File: src/rtl/irq_gate_pkg.sv
package irq_gate_pkg;
    typedef enum logic [1:0] {
        OUT_ALLOW = 2'b00,
        OUT_TRAP  = 2'b01,
        OUT_UNDEF = 2'b10
    } outcome_e;

    typedef enum logic [2:0] {
        CLS_SELF   = 3'd0,
        CLS_GRP0   = 3'd1,
        CLS_GRP1   = 3'd2,
        CLS_COMMON = 3'd3,
        CLS_DEACT  = 3'd4
    } reg_cls_e;

    typedef enum logic {
        ST_IDLE  = 1'b0,
        ST_REPLY = 1'b1
    } gate_state_e;

    localparam int unsigned CLS_W = 3;
    localparam int unsigned NUM_CLS = 5;
endpackage

File: src/rtl/irq_gate_classify.sv
module irq_gate_classify
    import irq_gate_pkg::*;
(
    input  logic [CLS_W-1:0] reg_class,
    input  logic             nonsecure,
    input  logic             is_write,
    input  logic             trap_grp0,
    input  logic             trap_grp1,
    input  logic             trap_common,
    input  logic             trap_deact,
    output logic             cls_self,
    output logic             cls_bad,
    output logic             grp_trap
);
    // per-class trap vector, one entry per valid class
    logic [NUM_CLS-1:0] hit_vec;

    always_comb begin
        hit_vec             = '0;
        hit_vec[CLS_GRP0]   = trap_grp0;
        hit_vec[CLS_GRP1]   = trap_grp1;
        hit_vec[CLS_COMMON] = trap_common;
        hit_vec[CLS_DEACT]  = trap_common | (is_write & trap_deact);
    end

    always_comb begin
        cls_bad  = (int'(reg_class) >= NUM_CLS);
        cls_self = (reg_class == CLS_SELF);
        grp_trap = 1'b0;
        if (!cls_bad && nonsecure)
            grp_trap = hit_vec[reg_class];
    end
endmodule

File: src/rtl/irq_gate_policy.sv
module irq_gate_policy
    import irq_gate_pkg::*;
#(
    parameter int unsigned SYN_W    = 8,
    parameter logic [SYN_W-1:0] SYN_SELF = 8'h03,
    parameter logic [SYN_W-1:0] SYN_GRP  = 8'h18
) (
    input  logic [1:0]       cur_el,
    input  logic             hyp_en,
    input  logic             hyp_cp_trap,
    input  logic             sre_hyp,
    input  logic             sre_mon,
    input  logic             cls_self,
    input  logic             cls_bad,
    input  logic             grp_trap,
    output outcome_e         verdict,
    output logic [SYN_W-1:0] verdict_syn
);
    always_comb begin
        verdict     = OUT_ALLOW;
        verdict_syn = '0;
        if (cls_bad) begin
            verdict = OUT_UNDEF;
        end else begin
            unique case (cur_el)
                2'd0: verdict = OUT_UNDEF;
                2'd1: begin
                    if (cls_self) begin
                        if (hyp_en && hyp_cp_trap) begin
                            verdict     = OUT_TRAP;
                            verdict_syn = SYN_SELF;
                        end else begin
                            verdict = OUT_UNDEF;
                        end
                    end else if (grp_trap) begin
                        verdict     = OUT_TRAP;
                        verdict_syn = SYN_GRP;
                    end
                end
                2'd2: verdict = sre_hyp ? OUT_ALLOW : OUT_UNDEF;
                2'd3: verdict = sre_mon ? OUT_ALLOW : OUT_UNDEF;
                default: verdict = OUT_UNDEF;
            endcase
        end
    end
endmodule

File: src/rtl/irq_sysreg_gate.sv
module irq_sysreg_gate
    import irq_gate_pkg::*;
#(
    parameter int unsigned SYN_W = 8
) (
    input  logic             clk,
    input  logic             rst_n,
    input  logic             req_valid,
    input  logic [1:0]       cur_el,
    input  logic             hyp_en,
    input  logic             hyp_cp_trap,
    input  logic             sre_hyp,
    input  logic             sre_mon,
    input  logic             trap_grp0,
    input  logic             trap_grp1,
    input  logic             trap_common,
    input  logic             trap_deact,
    input  logic             nonsecure,
    input  logic [2:0]       reg_class,
    input  logic             is_write,
    output logic             rsp_valid,
    output logic [1:0]       outcome,
    output logic [SYN_W-1:0] syndrome
);
    logic             cls_self, cls_bad, grp_trap;
    outcome_e         verdict;
    logic [SYN_W-1:0] verdict_syn;
    gate_state_e      state_q, state_d;
    outcome_e         out_q;
    logic [SYN_W-1:0] syn_q;

    irq_gate_classify u_cls (
        .reg_class  (reg_class),
        .nonsecure  (nonsecure),
        .is_write   (is_write),
        .trap_grp0  (trap_grp0),
        .trap_grp1  (trap_grp1),
        .trap_common(trap_common),
        .trap_deact (trap_deact),
        .cls_self   (cls_self),
        .cls_bad    (cls_bad),
        .grp_trap   (grp_trap)
    );

    irq_gate_policy #(.SYN_W(SYN_W), .SYN_SELF(SYN_W'(8'h03)), .SYN_GRP(SYN_W'(8'h18))) u_pol (
        .cur_el     (cur_el),
        .hyp_en     (hyp_en),
        .hyp_cp_trap(hyp_cp_trap),
        .sre_hyp    (sre_hyp),
        .sre_mon    (sre_mon),
        .cls_self   (cls_self),
        .cls_bad    (cls_bad),
        .grp_trap   (grp_trap),
        .verdict    (verdict),
        .verdict_syn(verdict_syn)
    );

    // next-state: IDLE_TO_REPLY, REPLY_TO_REPLY, REPLY_TO_IDLE
    always_comb begin
        unique case (state_q)
            ST_IDLE:  state_d = req_valid ? ST_REPLY : ST_IDLE;
            ST_REPLY: state_d = req_valid ? ST_REPLY : ST_IDLE;
            default:  state_d = ST_IDLE;
        endcase
    end

    always_ff @(posedge clk) begin
        if (!rst_n) state_q <= ST_IDLE;
        else        state_q <= state_d;
    end

    always_ff @(posedge clk) begin
        if (!rst_n) begin
            out_q <= OUT_ALLOW;
            syn_q <= '0;
        end else if (req_valid) begin
            out_q <= verdict;
            syn_q <= verdict_syn;
        end
    end

    assign rsp_valid = (state_q == ST_REPLY);
    assign outcome   = out_q;
    assign syndrome  = syn_q;

    p_latency_r2: assert property (@(posedge clk) disable iff (!rst_n)
        req_valid |=> rsp_valid);
    p_quiet_r2: assert property (@(posedge clk) disable iff (!rst_n)
        !req_valid |=> (!rsp_valid && $stable(outcome) && $stable(syndrome)));
    p_el0_undef_r3: assert property (@(posedge clk) disable iff (!rst_n)
        (req_valid && cur_el == 2'd0) |=> outcome == OUT_UNDEF);
    p_self_l1_r4: assert property (@(posedge clk) disable iff (!rst_n)
        (req_valid && cur_el == 2'd1 && reg_class == 3'd0)
        |=> ((outcome == OUT_TRAP && syndrome == SYN_W'(8'h03)) || outcome == OUT_UNDEF));
    p_reserved_r10: assert property (@(posedge clk) disable iff (!rst_n)
        (req_valid && reg_class > 3'd4) |=> outcome == OUT_UNDEF);
    p_legal_code_r11: assert property (@(posedge clk) disable iff (!rst_n)
        outcome != 2'b11);
    p_syn_zero_r11: assert property (@(posedge clk) disable iff (!rst_n)
        (rsp_valid && outcome != OUT_TRAP) |-> syndrome == '0);
endmodule

File: config.mk
export PLATFORM = sky130hd
export DESIGN_NAME = irq_sysreg_gate
export DESIGN_NICKNAME = d
export VERILOG_FILES = /design/src/rtl/irq_gate_pkg.sv /design/src/rtl/irq_gate_classify.sv /design/src/rtl/irq_gate_policy.sv /design/src/rtl/irq_sysreg_gate.sv
export SDC_FILE = /design/constraint.sdc
export NUM_CORES = 1
export LEC_CHECK = 0
export BUFFER_PORTS_ARGS = -buffer_cell sky130_fd_sc_hd__buf_2
export CAP_MARGIN = 0
export CORE_AREA = 2 2 39 41
export CTS_CLUSTER_SIZE = 12
export DETAILED_ROUTE_END_ITERATION = 8
export DIE_AREA = 0 0 41 43
export PLACE_DENSITY_LB_ADDON = 0.25
export SLEW_MARGIN = 20
export SYNTH_ARGS = -nofsm -noshare
export SYNTH_HDL_FRONTEND = slang
export SYNTH_SLANG_ARGS = --single-unit
File: constraint.sdc
create_clock -name clk -period 0.8 [get_ports clk]
set_input_delay 0.04 -clock clk [delete_from_list [all_inputs] [get_ports clk]]
set_output_delay 0.04 -clock clk [all_outputs]
set_load 0.005 [all_outputs]
==> results of run 1 <==
[cells in the final DEF (no fill, tap or decap), types with 2 or more instances in the layout]
cell type,instances
sky130_fd_sc_hd__buf_4,3
sky130_fd_sc_hd__inv_1,2
sky130_fd_sc_hd__clkbuf_4,3
sky130_fd_sc_hd__buf_6,2
sky130_fd_sc_hd__buf_2,23
sky130_fd_sc_hd__and2_1,2
sky130_fd_sc_hd__nand2b_1,2
sky130_fd_sc_hd__dfxtp_1,4
sky130_fd_sc_hd__o21ai_0,2
sky130_fd_sc_hd__a21oi_1,4
sky130_fd_sc_hd__conb_1,4
[power breakdown]
part | total [W] | switching [W] | internal (W)
Combinational | 0.000135 | 0.0000644 | 0.0000709
Clock | 0.000293 | 0.000104 | 0.000189
Sequential | 0.000261 | 0.00000302 | 0.000258
[critical path: cells and delay by family (launching register included)]
kind            cells  cell delay [ns]
simple gates        1             0.12
compound gates      2             0.26
flops               1             0.32
[sequential cells by signal, indices dropped and copies added, names as in the netlist]
name,count
syndrome,2
outcome,2
rsp_valid,1
[metrics by stage]
step                total power (W)  utilization (%)
floorplan                  0.000326                -
global placement           0.000393             32.9
detailed placement         0.000393             32.9
CTS                        0.000691             35.6
global route               0.000728             37.3
finish                     0.000690             37.3
[cell type report]
type                    instances  area share (%)
clock buffers                   4            5.10
inverters                       2            1.46
well taps                      16            3.88
flip-flops and latches          5            19.7
repair buffers                 28            31.1
multi-input cells              29            38.8
[cell families (layout without fill, tap and decap cells)]
family                 after synthesis  in the layout  synth area share (%)
DFF                                  5              5                  31.4
AOI/OAI and AO/OA                   13             13                  27.8
other                                1              4                  1.18
and+or+nand+nor                     12             12                  23.1
buffers and inverters                8             34                  16.5
[metal layers]
layer	part of all wire [%]	GRT usage, %	vias up
li1	-	-	191
met1	37	10.4	161
met2	52	16.3	17
met3	9.2	2.09	2
met4	1.7	6.00	0
met5	0	0	-
[path summary, 6_finish.rpt]
| path | startpoint | end | slack, ns |
|---|---|---|---|
| setup reg to reg | outcome[0] | outcome[0] | -0.03 |
| hold / removal | req_valid | syndrome[3] | 0.06 |
| setup / recovery | outcome[0] | outcome[0] | -0.03 |
| hold reg to reg | syndrome[1] | syndrome[1] | 0.48 |
[what timing repair did]
action / CTS / global route
gates cloned: 0 / 0
gates resized for setup: 3 / 4
pin swaps: 1 / 1
hold buffers: 0 / 0
endpoints found under the setup margin: 2 / 2
==> results.rst, run 1 <==
.. list-table::
   :header-rows: 1

   * - Metric
     - Value
   * - Most frequently used cell type in the post-synthesis netlist
     - sky130_fd_sc_hd__buf_4
   * - Antenna Violating Nets Remaining
     - 0
   * - Number of buffers inserted to repair setup after CTS
     - 0
   * - Number of buffers created by CTS
     - 3
   * - Summed instance area of the synthesized netlist
     - 319 um2
   * - Path type of the worst min-delay path
     - in2reg
   * - Synthesized instance count
     - 39
   * - Routed WL
     - 815 um
   * - Sequential standard cell area
     - 101 um2
   * - Drt initial violations
     - 9
   * - Ranking of synthesized cells by area
     - sky130_fd_sc_hd__dfxtp_1 31%, sky130_fd_sc_hd__buf_4 14%, sky130_fd_sc_hd__a21oi_1 6.3%
   * - Worst-path cell with the longest stage delay
     - sky130_fd_sc_hd__dfxtp_2
   * - Die Height
     - 43 um
   * - Detailed Place HPWL
     - 652 um
   * - Kind of start point of the critical path
     - flop
   * - Final hold violation count
     - 0
   * - Clk_lat worst skew
     - 0.24 ns
   * - Maximum clock skew at final layout
     - 0 ns
   * - Core footprint
     - 1380 um2
   * - Kind of critical path
     - reg2reg
   * - Required time at the endpoint of the critical path
     - 0.92 ns
   * - Fraction of the yosys area taken by sequential cells
     - 31.4%
   * - Via density per instance
     - 4.42
   * - Failing checks
     - negative setup slack
   * - Post-layout instance count excluding filler cells
     - 84
   * - Critical Path Fanout Max
     - 2
   * - DRC violations left
     - 0
   * - Std-Cell Rows
     - 14
   * - Design Area, Final
     - 515 um2
   * - Chain of cells forming the critical path
     - nor2b_4 -> a41oi_2 -> o32ai_2
   * - Synthesized area divided by synthesized cell count
     - 8.18 um2
   * - Tot GR Track Use
     - 9.76%
   * - Footprint of the multi-input gates
     - 200 um2
   * - Count of buffers from port buffering
     - 24
   * - Clock root buffer
     - sky130_fd_sc_hd__clkbuf_4
   * - Worst hold slack
     - 0.0616 ns
   * - Min Tclk post-route
     - 0.830 ns
   * - Worst setup slack after placement
     - -0.154 ns
   * - Synth top area share
     - 31.4%
   * - Clock slew at reported path FFs
     - 0.04 ns
   * - Most frequent cells after synthesis
     - 6 x sky130_fd_sc_hd__buf_4, 5 x sky130_fd_sc_hd__dfxtp_1, 4 x sky130_fd_sc_hd__a21oi_1
   * - Worst hold stages
     - 2
   * - Sinks on the clock net
     - 5
   * - DR vias
     - 371
   * - Most frequently used flop master after synthesis
     - sky130_fd_sc_hd__dfxtp_1
   * - Weighted congestion at the end of routability-driven global placement
     - 0.761
   * - Synth Warn #
     - 0
   * - Achievable clock frequency
     - 1.21 GHz
   * - Total placed cells including tap cells
     - 80
   * - Power per cell area
     - 1340 nW/um2
   * - Clock H-tree levels
     - 1
   * - Length in cells of the worst reg-to-reg path
     - 3
   * - Number of fill cells
     - 155
   * - DIE WIDTH
     - 41 um
   * - Leading area contributor after synthesis
     - sky130_fd_sc_hd__dfxtp_1
   * - Final period util
     - 104%
   * - Maximum number of pins on one net before global-route repair
     - 7
   * - Fin. max-slew vios
     - 0
   * - Via count of the first global-routing pass
     - 319
   * - Number of failing setup endpoints in the final timing report
     - 2
   * - Summed negative setup slack over all endpoints
     - -0.0465 ns
   * - Run status
     - complete, but fails checks
   * - Synthesis-to-finish area growth
     - 61.6%
   * - Number of diodes added for antenna fixing
     - 0
   * - Post-route worst setup slack
     - -0.0295 ns
   * - Boundary pin count
     - 29
   * - Ratio of cells with drive above 1 in the final layout
     - 51.5%
   * - Number of iterations in the first detailed-routing pass
     - 4
   * - Clock tree from TritonCTS
     - built
   * - Post-Place Cell Area
     - 455 um2
   * - Arrival @ worst endpoint
     - 0.95 ns
   * - Async set-or-reset flop fraction in the synthesized netlist
     - 0%
   * - Leakage
     - 0.245 nW
   * - Initial Utilization
     - 23.1%
   * - Delay of the slowest cell on the worst path
     - 0.32 ns
   * - Residual overflow from global routing
     - 0
   * - Setup repair after global routing missed its margin
     - true
   * - Sort of element at the end of the critical path
     - flop
   * - Detail-routed net length per standard cell
     - 9.70 um
   * - Number of nets in the finished design
     - 87
   * - Floorplan die area
     - 1760 um2
   * - Register bit count reported by yosys
     - 5
   * - Largest vdd supply drop
     - 476 uV
   * - Count of maximum capacitance violations
     - 0
   * - Initial antenna violation count
     - 0
   * - Wire length of the first global-routing pass
     - 1.15 mm
   * - Post-synthesis cell type count
     - 20
   * - Number of flops mapped to enable cells by yosys
     - 0
   * - Max clock buf depth
     - 2
Power figures use the tool's default switching activity.
==> run 2, diff against run 1 <==
CTS_BUF_LIST = sky130_fd_sc_hd__clkbuf_4   (was unset)
==> run 2 against run 1 <==
Routed wire length shrank 0.12%; sequential power about the same; highest routed layer unchanged; global-route usage is the same; total power up 5.1%; die area unchanged; count of clock-buffer cells in the layout stayed put; largest cell class unchanged; combinational power hardly changed; via count is the same; the run still ends with negative setup slack left.
==> results.rst, run 2 (same netlist as run 1, synthesis figures left out) <==
.. list-table::
   :header-rows: 1

   * - Metric
     - Value
   * - Run status
     - complete, but fails checks
   * - Failing checks
     - negative setup slack
   * - Floorplan die area
     - 1760 um2
   * - Clk_lat worst skew
     - 0.24 ns
   * - DIE WIDTH
     - 41 um
   * - Number of iterations in the first detailed-routing pass
     - 4
   * - Boundary pin count
     - 29
   * - Tot GR Track Use
     - 9.76%
   * - Synthesis-to-finish area growth
     - 62.7%
   * - Summed negative setup slack over all endpoints
     - -0.0466 ns
   * - Number of nets in the finished design
     - 87
   * - Number of failing setup endpoints in the final timing report
     - 2
   * - Delay of the slowest cell on the worst path
     - 0.32 ns
   * - Final hold violation count
     - 0
   * - Path type of the worst min-delay path
     - in2reg
   * - Worst-path cell with the longest stage delay
     - sky130_fd_sc_hd__dfxtp_2
   * - Ratio of cells with drive above 1 in the final layout
     - 52.9%
   * - Std-Cell Rows
     - 14
   * - Detail-routed net length per standard cell
     - 9.69 um
   * - Maximum clock skew at final layout
     - 0 ns
   * - DR vias
     - 371
   * - DRC violations left
     - 0
   * - Count of maximum capacitance violations
     - 0
   * - Hold Crit Start
     - req_valid
   * - Sinks on the clock net
     - 5
   * - Post-route worst setup slack
     - -0.0296 ns
   * - Number of buffers inserted for hold repair after clock tree synthesis
     - 0
   * - Chain of cells forming the critical path
     - nor2b_4 -> a41oi_2 -> o32ai_2
   * - Length in cells of the worst reg-to-reg path
     - 3
   * - Via density per instance
     - 4.42
   * - Kind of start point of the critical path
     - flop
   * - Drt initial violations
     - 9
   * - Routed WL
     - 814 um
   * - Setup repair after global routing missed its margin
     - true
   * - Antenna Violating Nets Remaining
     - 0
   * - Power per cell area
     - 1400 nW/um2
   * - Residual overflow from global routing
     - 0
   * - Most frequent standard cell in the layout excluding fill and tap cells
     - sky130_fd_sc_hd__buf_2
   * - Sort of element at the end of the critical path
     - flop
   * - Critical Path Fanout Max
     - 2
   * - Fin. max-slew vios
     - 0
   * - Required time at the endpoint of the critical path
     - 0.92 ns
   * - Detailed Place HPWL
     - 652 um
   * - Initial antenna violation count
     - 0
   * - Final period util
     - 104%
   * - Crit path buffers/inverters
     - 0
   * - Clock H-tree levels
     - 1
   * - Worst reg-to-reg setup slack
     - -0.03 ns
   * - Post-layout util
     - 37.5%
   * - Number of buffers inserted to repair setup after CTS
     - 0
   * - Initial Utilization
     - 23.1%
   * - Leakage
     - 0.248 nW
   * - Clock tree from TritonCTS
     - built
   * - Wire length of the first global-routing pass
     - 1.15 mm
   * - Clock slew at reported path FFs
     - 0.04 ns
   * - Kind of critical path
     - reg2reg
   * - Core footprint
     - 1380 um2
   * - Die Height
     - 43 um
   * - Cell depth of the worst setup path
     - 3
   * - Arrival @ worst endpoint
     - 0.95 ns
   * - Number of buffers created by CTS
     - 3
   * - Critical Path Source
     - outcome[0]
   * - Largest vdd supply drop
     - 481 uV
   * - Commonest cells after routing, fill and taps aside
     - 23 x sky130_fd_sc_hd__buf_2, 4 x sky130_fd_sc_hd__a21oi_1, 4 x sky130_fd_sc_hd__conb_1, 4 x sky130_fd_sc_hd__clkbuf_4, 4 x sky130_fd_sc_hd__dfxtp_1
   * - Clock root buffer
     - sky130_fd_sc_hd__clkbuf_4
   * - Family of cells with the greatest summed delay on the critical path
     - flip-flops
   * - Worst r2r dst
     - outcome[0]
   * - Critical register-to-register path startpoint
     - outcome[0]
   * - Achievable clock frequency
     - 1.21 GHz
   * - Count of buffers from port buffering
     - 24
   * - Min Tclk post-route
     - 0.830 ns
   * - Weighted congestion at the end of routability-driven global placement
     - 0.761
   * - Number of diodes added for antenna fixing
     - 0
   * - Maximum number of pins on one net before global-route repair
     - 7
   * - Max clock buf depth
     - 2
   * - Via count of the first global-routing pass
     - 319
   * - Crit path to
     - outcome[0]
   * - Worst setup slack after placement
     - -0.154 ns
[run 2: layout make-up]
cell class	instances	area (um2)
Timing Repair Buffer	28	160
Inverter	2	7.51
Multi-Input combinational cell	29	200
Tap cell	16	20.0
Sequential cell	5	101
Fill cell	154	865
Clock buffer	4	30.0
[run 2: per-layer routing]
layer	vias to the layer above	routed length, um	GRT usage, %
met2	17	423	16.3
li1	191	-	-
met4	0	14	6.00
met5	-	0	0
met1	161	300	10.4
met3	2	75	2.09
[run 2: worst min-delay path by stage]
stage | endpoint | slack (ns) | depth (start not counted)
2_1_floorplan | syndrome[3] | 0.14 | 1
4_1_cts | syndrome[3] | 0.02 | 2
3_5_place_dp | syndrome[3] | 0.28 | 2
6_report | syndrome[3] | 0.06 | 2
3_3_place_gp | syndrome[3] | 0.28 | 2
5_1_grt | syndrome[3] | 0.08 | 2
[run 2: through the flow]
| step | instance area, um2 | cells | power (W) | hold WS [ns] |
|---|---|---|---|---|
| floorplan | 330 | 42 | 0.000326 | 0.137 |
| global placement | 455 | 80 | 0.000393 | 0.279 |
| detailed placement | 455 | 80 | 0.000393 | 0.279 |
| CTS | 497 | 84 | 0.000725 | 0.0245 |
| global route | 519 | 84 | 0.000762 | 0.0777 |
| finish | 519 | 84 | 0.000725 | 0.0611 |
[run 2: what timing repair did]
item,4_1_cts,5_1_grt
pin swaps,1,1
resized for setup,3,4
endpoints found under the setup margin,2,2
[run 2: worst reg2reg max path, cell delays in order (launching register included)]
cell and delay (ns):
sky130_fd_sc_hd__dfxtp_2 0.32, sky130_fd_sc_hd__nor2b_4 0.12, sky130_fd_sc_hd__a41oi_2 0.16, sky130_fd_sc_hd__o32ai_2 0.10
[run 2: where the power goes]
group	internal, W	leakage [nW]	total (W)	switching (W)
Clock	0.000222	0.0184	0.000328	0.000105
Sequential	0.000258	0.0414	0.000261	0.00000301
Combinational	0.0000709	0.188	0.000135	0.0000645
Total	0.000552	0.248	0.000725	0.000173
==> run 3, diff against run 2 <==
CORE_AREA = unset   (was 2 2 39 41)
CORE_MARGIN = 2   (was unset)
CORE_UTILIZATION = 42   (was unset)
DIE_AREA = unset   (was 0 0 41 43)
SYNTH_HIERARCHICAL = 1   (was unset)
==> run 3 against run 2 <==
The run still ends with negative setup slack left; sequential cell count is 6 higher; clock power up 22%; critical path type is now in2reg; final area up 57%; worst setup slack got worse by 0.14 ns.
==> results.rst, run 3 <==
.. list-table::
   :header-rows: 1

   * - Metric
     - Value
   * - Number of diodes added for antenna fixing
     - 0
   * - Initial antenna violation count
     - 0
   * - Count of maximum capacitance violations
     - 0
   * - Critical Path Fanout Max
     - 2
   * - Worst setup slack after placement
     - -0.506 ns
   * - Number of iterations in the first detailed-routing pass
     - 2
   * - Clock root buffer
     - sky130_fd_sc_hd__clkbuf_4
   * - Ranking of synthesized cells by area
     - sky130_fd_sc_hd__dfxtp_1 37%, sky130_fd_sc_hd__mux2i_1 17%, sky130_fd_sc_hd__nor2b_1 13%
   * - Overall power
     - 0.00120 W
   * - Arrival @ worst endpoint
     - 1.13 ns
   * - Family of cells with the greatest summed delay on the critical path
     - multiplexers
   * - Summed instance area of the synthesized netlist
     - 599 um2
   * - Worst hold stages
     - 2
   * - Synth top area share
     - 36.7%
   * - Worst reg-to-reg setup slack
     - 0.20 ns
   * - Clk_lat worst skew
     - 0.27 ns
   * - Async set-or-reset flop fraction in the synthesized netlist
     - 0%
   * - Wire length of the first global-routing pass
     - 1.94 mm
   * - Std-Cell Rows
     - 13
   * - Cell depth of the worst setup path
     - 8
   * - Detail-routed net length per standard cell
     - 9.87 um
   * - DIE WIDTH
     - 41.8 um
   * - Delay of the slowest cell on the worst path
     - 0.29 ns
   * - Synthesized instance count
     - 62
   * - Count of buffers from port buffering
     - 28
   * - Critical register-to-register path startpoint
     - syndrome[0]
   * - Final hold violation count
     - 0
   * - Chain of cells forming the critical path
     - buf_8 -> mux2_4 -> a221oi_2 -> nor4b_2 -> nand2b_1 -> a21oi_1 -> mux2i_1 -> nor2b_1
   * - Maximum clock skew at final layout
     - 0 ns
   * - Largest vdd supply drop
     - 949 uV
   * - Number of fill cells
     - 130
   * - Kind of critical path
     - in2reg
   * - Post-route worst setup slack
     - -0.167 ns
   * - Worst-path cell with the longest stage delay
     - sky130_fd_sc_hd__mux2_4
   * - Most frequent cells after synthesis
     - 12 x sky130_fd_sc_hd__nor2b_1, 11 x sky130_fd_sc_hd__dfxtp_1, 10 x sky130_fd_sc_hd__mux2i_1
   * - Most frequently used flop master after synthesis
     - sky130_fd_sc_hd__dfxtp_1
   * - Most frequent standard cell in the layout excluding fill and tap cells
     - sky130_fd_sc_hd__buf_2
   * - Weighted congestion at the end of routability-driven global placement
     - 0.749
   * - Antenna Violating Nets Remaining
     - 0
   * - Setup repair after global routing missed its margin
     - true
   * - DRC violations left
     - 0
   * - Path type of the worst min-delay path
     - in2reg
   * - Number of buffers created by CTS
     - 3
   * - Post-layout util
     - 61.8%
   * - Via count of the first global-routing pass
     - 498
   * - Min Tclk post-route
     - 0.967 ns
   * - Total placed cells including tap cells
     - 104
   * - Achievable clock frequency
     - 1.03 GHz
   * - Leakage
     - 0.400 nW
   * - Die Height
     - 41.8 um
   * - Floorplan die area
     - 1750 um2
   * - Length in cells of the worst reg-to-reg path
     - 2
   * - Required time at the endpoint of the critical path
     - 0.96 ns
   * - Number of failing setup endpoints in the final timing report
     - 6
   * - Crit path buffers/inverters
     - 1
   * - Ratio of cells with drive above 1 in the final layout
     - 50.0%
   * - Most frequently used cell type in the post-synthesis netlist
     - sky130_fd_sc_hd__nor2b_1
   * - Initial Utilization
     - 45.5%
   * - Kind of start point of the critical path
     - input pin
   * - Final period util
     - 121%
   * - Worst Hold Endpoint
     - outcome[0]
   * - Max clock buf depth
     - 2
   * - Fin. max-slew vios
     - 0
   * - Number of buffers inserted for hold repair after clock tree synthesis
     - 0
   * - Synthesized area divided by synthesized cell count
     - 9.67 um2
   * - Power per cell area
     - 1470 nW/um2
   * - Routed WL
     - 1.08 mm
   * - Commonest cells after routing, fill and taps aside
     - 27 x sky130_fd_sc_hd__buf_2, 12 x sky130_fd_sc_hd__nor2b_1, 11 x sky130_fd_sc_hd__dfxtp_1
   * - Drt initial violations
     - 2
   * - Fraction of the yosys area taken by sequential cells
     - 36.7%
   * - Run status
     - complete, but fails checks
   * - Register bit count reported by yosys
     - 11
   * - Sort of element at the end of the critical path
     - flop
   * - Number of nets in the finished design
     - 113
   * - Clock H-tree levels
     - 1
   * - Clock tree from TritonCTS
     - built
   * - Synth Warn #
     - 6
   * - Boundary pin count
     - 29
   * - Worst r2r dst
     - syndrome[0]
   * - Via density per instance
     - 4.61
   * - Post-synthesis cell type count
     - 23
   * - Residual overflow from global routing
     - 0
   * - Failing checks
     - negative setup slack
   * - Detailed Place HPWL
     - 822 um
   * - Tot GR Track Use
     - 14.2%
   * - Flip-flop count of the largest register after layout
     - 8
   * - Clock slew at reported path FFs
     - 0.07 ns
   * - Post-layout instance count excluding filler cells
     - 109
   * - Core footprint
     - 1320 um2
   * - Leading area contributor after synthesis
     - sky130_fd_sc_hd__dfxtp_1
   * - DR vias
     - 502
   * - Number of flops mapped to enable cells by yosys
     - 0
   * - Synthesis-to-finish area growth
     - 35.9%
   * - Hold Crit Start
     - rst_n
   * - Maximum number of pins on one net before global-route repair
     - 12
   * - Sinks on the clock net
     - 11
==> run 3: changes by cell type in the layout (fill, tap and decap cells not counted), moves of 2 or more <==
cell / change
sky130_fd_sc_hd__mux2i_1: +10
sky130_fd_sc_hd__nor2b_1: +11
sky130_fd_sc_hd__buf_2: +4
sky130_fd_sc_hd__dfxtp_1: +7
sky130_fd_sc_hd__o21ai_0: -2
sky130_fd_sc_hd__a21oi_1: -3
sky130_fd_sc_hd__buf_4: +2
sky130_fd_sc_hd__and2_1: -2
sky130_fd_sc_hd__nor2_2: +2
sky130_fd_sc_hd__buf_6: -2
sky130_fd_sc_hd__nor2_4: +2
==> run 3: per-layer routing <==
metal,part of all wire [%],track usage (%),wire (um),up-vias
met5,0,0,0,-
met4,2.6,7.74,28,0
met3,8.4,3.48,90,2
met2,45,22.5,489,21
met1,43,17.3,467,217
li1,-,-,-,262
==> run 3: worst max path at each step <==
stage	start	slack (ns)	to
after floorplan	reg_class[0]	-0.37	syndrome[4]
after global placement	reg_class[0]	-0.48	outcome[0]
after detailed placement	reg_class[0]	-0.51	syndrome[4]
after CTS	reg_class[0]	-0.20	outcome[0]
after global routing	reg_class[0]	-0.24	outcome[0]
final	reg_class[0]	-0.17	outcome[0]
==> run 3: stage by stage <==
step                      setup TNS, ns  cell area (um2)  hold WS (ns)
after floorplan                   -1.14              631         0.168
after global placement            -2.27              759         0.384
after detailed placement          -2.38              759         0.385
after global routing              -1.23              815        0.0994
after CTS                        -0.815              815        0.0943
final                            -0.713              815        0.0987
==> run 3: area by class of cell <==
type | instances | area [um2] | share of cell area (%)
flip-flops and latches | 11 | 220 | 27.0
clock buffers | 4 | 30.0 | 3.69
inverters | 1 | 3.75 | 0.461
well taps | 15 | 18.8 | 2.30
repair buffers | 33 | 188 | 23.0
multi-input cells | 45 | 354 | 43.5
==> run 3: timing repair <==
item	4_1_cts	5_1_grt
gates resized for setup	5	0
setup buffers	1	0
hold endpoints to repair	0	0
cloned	0	0
pin swaps	3	2
endpoints found under the setup margin	5	6
==> run 3: logic make-up after synthesis <==
family | synth area share (%)
AO/OA/AOI/OAI | 6.05
multiplexers | 19.2
AND/OR/NAND/NOR | 26.7
flip-flops | 36.7
other | 0.626
buffers and inverters | 10.6
==> run 3: report_power, final <==
group	switching [W]	internal, W
logic	0.0000945	0.000129
registers	0.00000818	0.000568
clock network	0.000172	0.000227
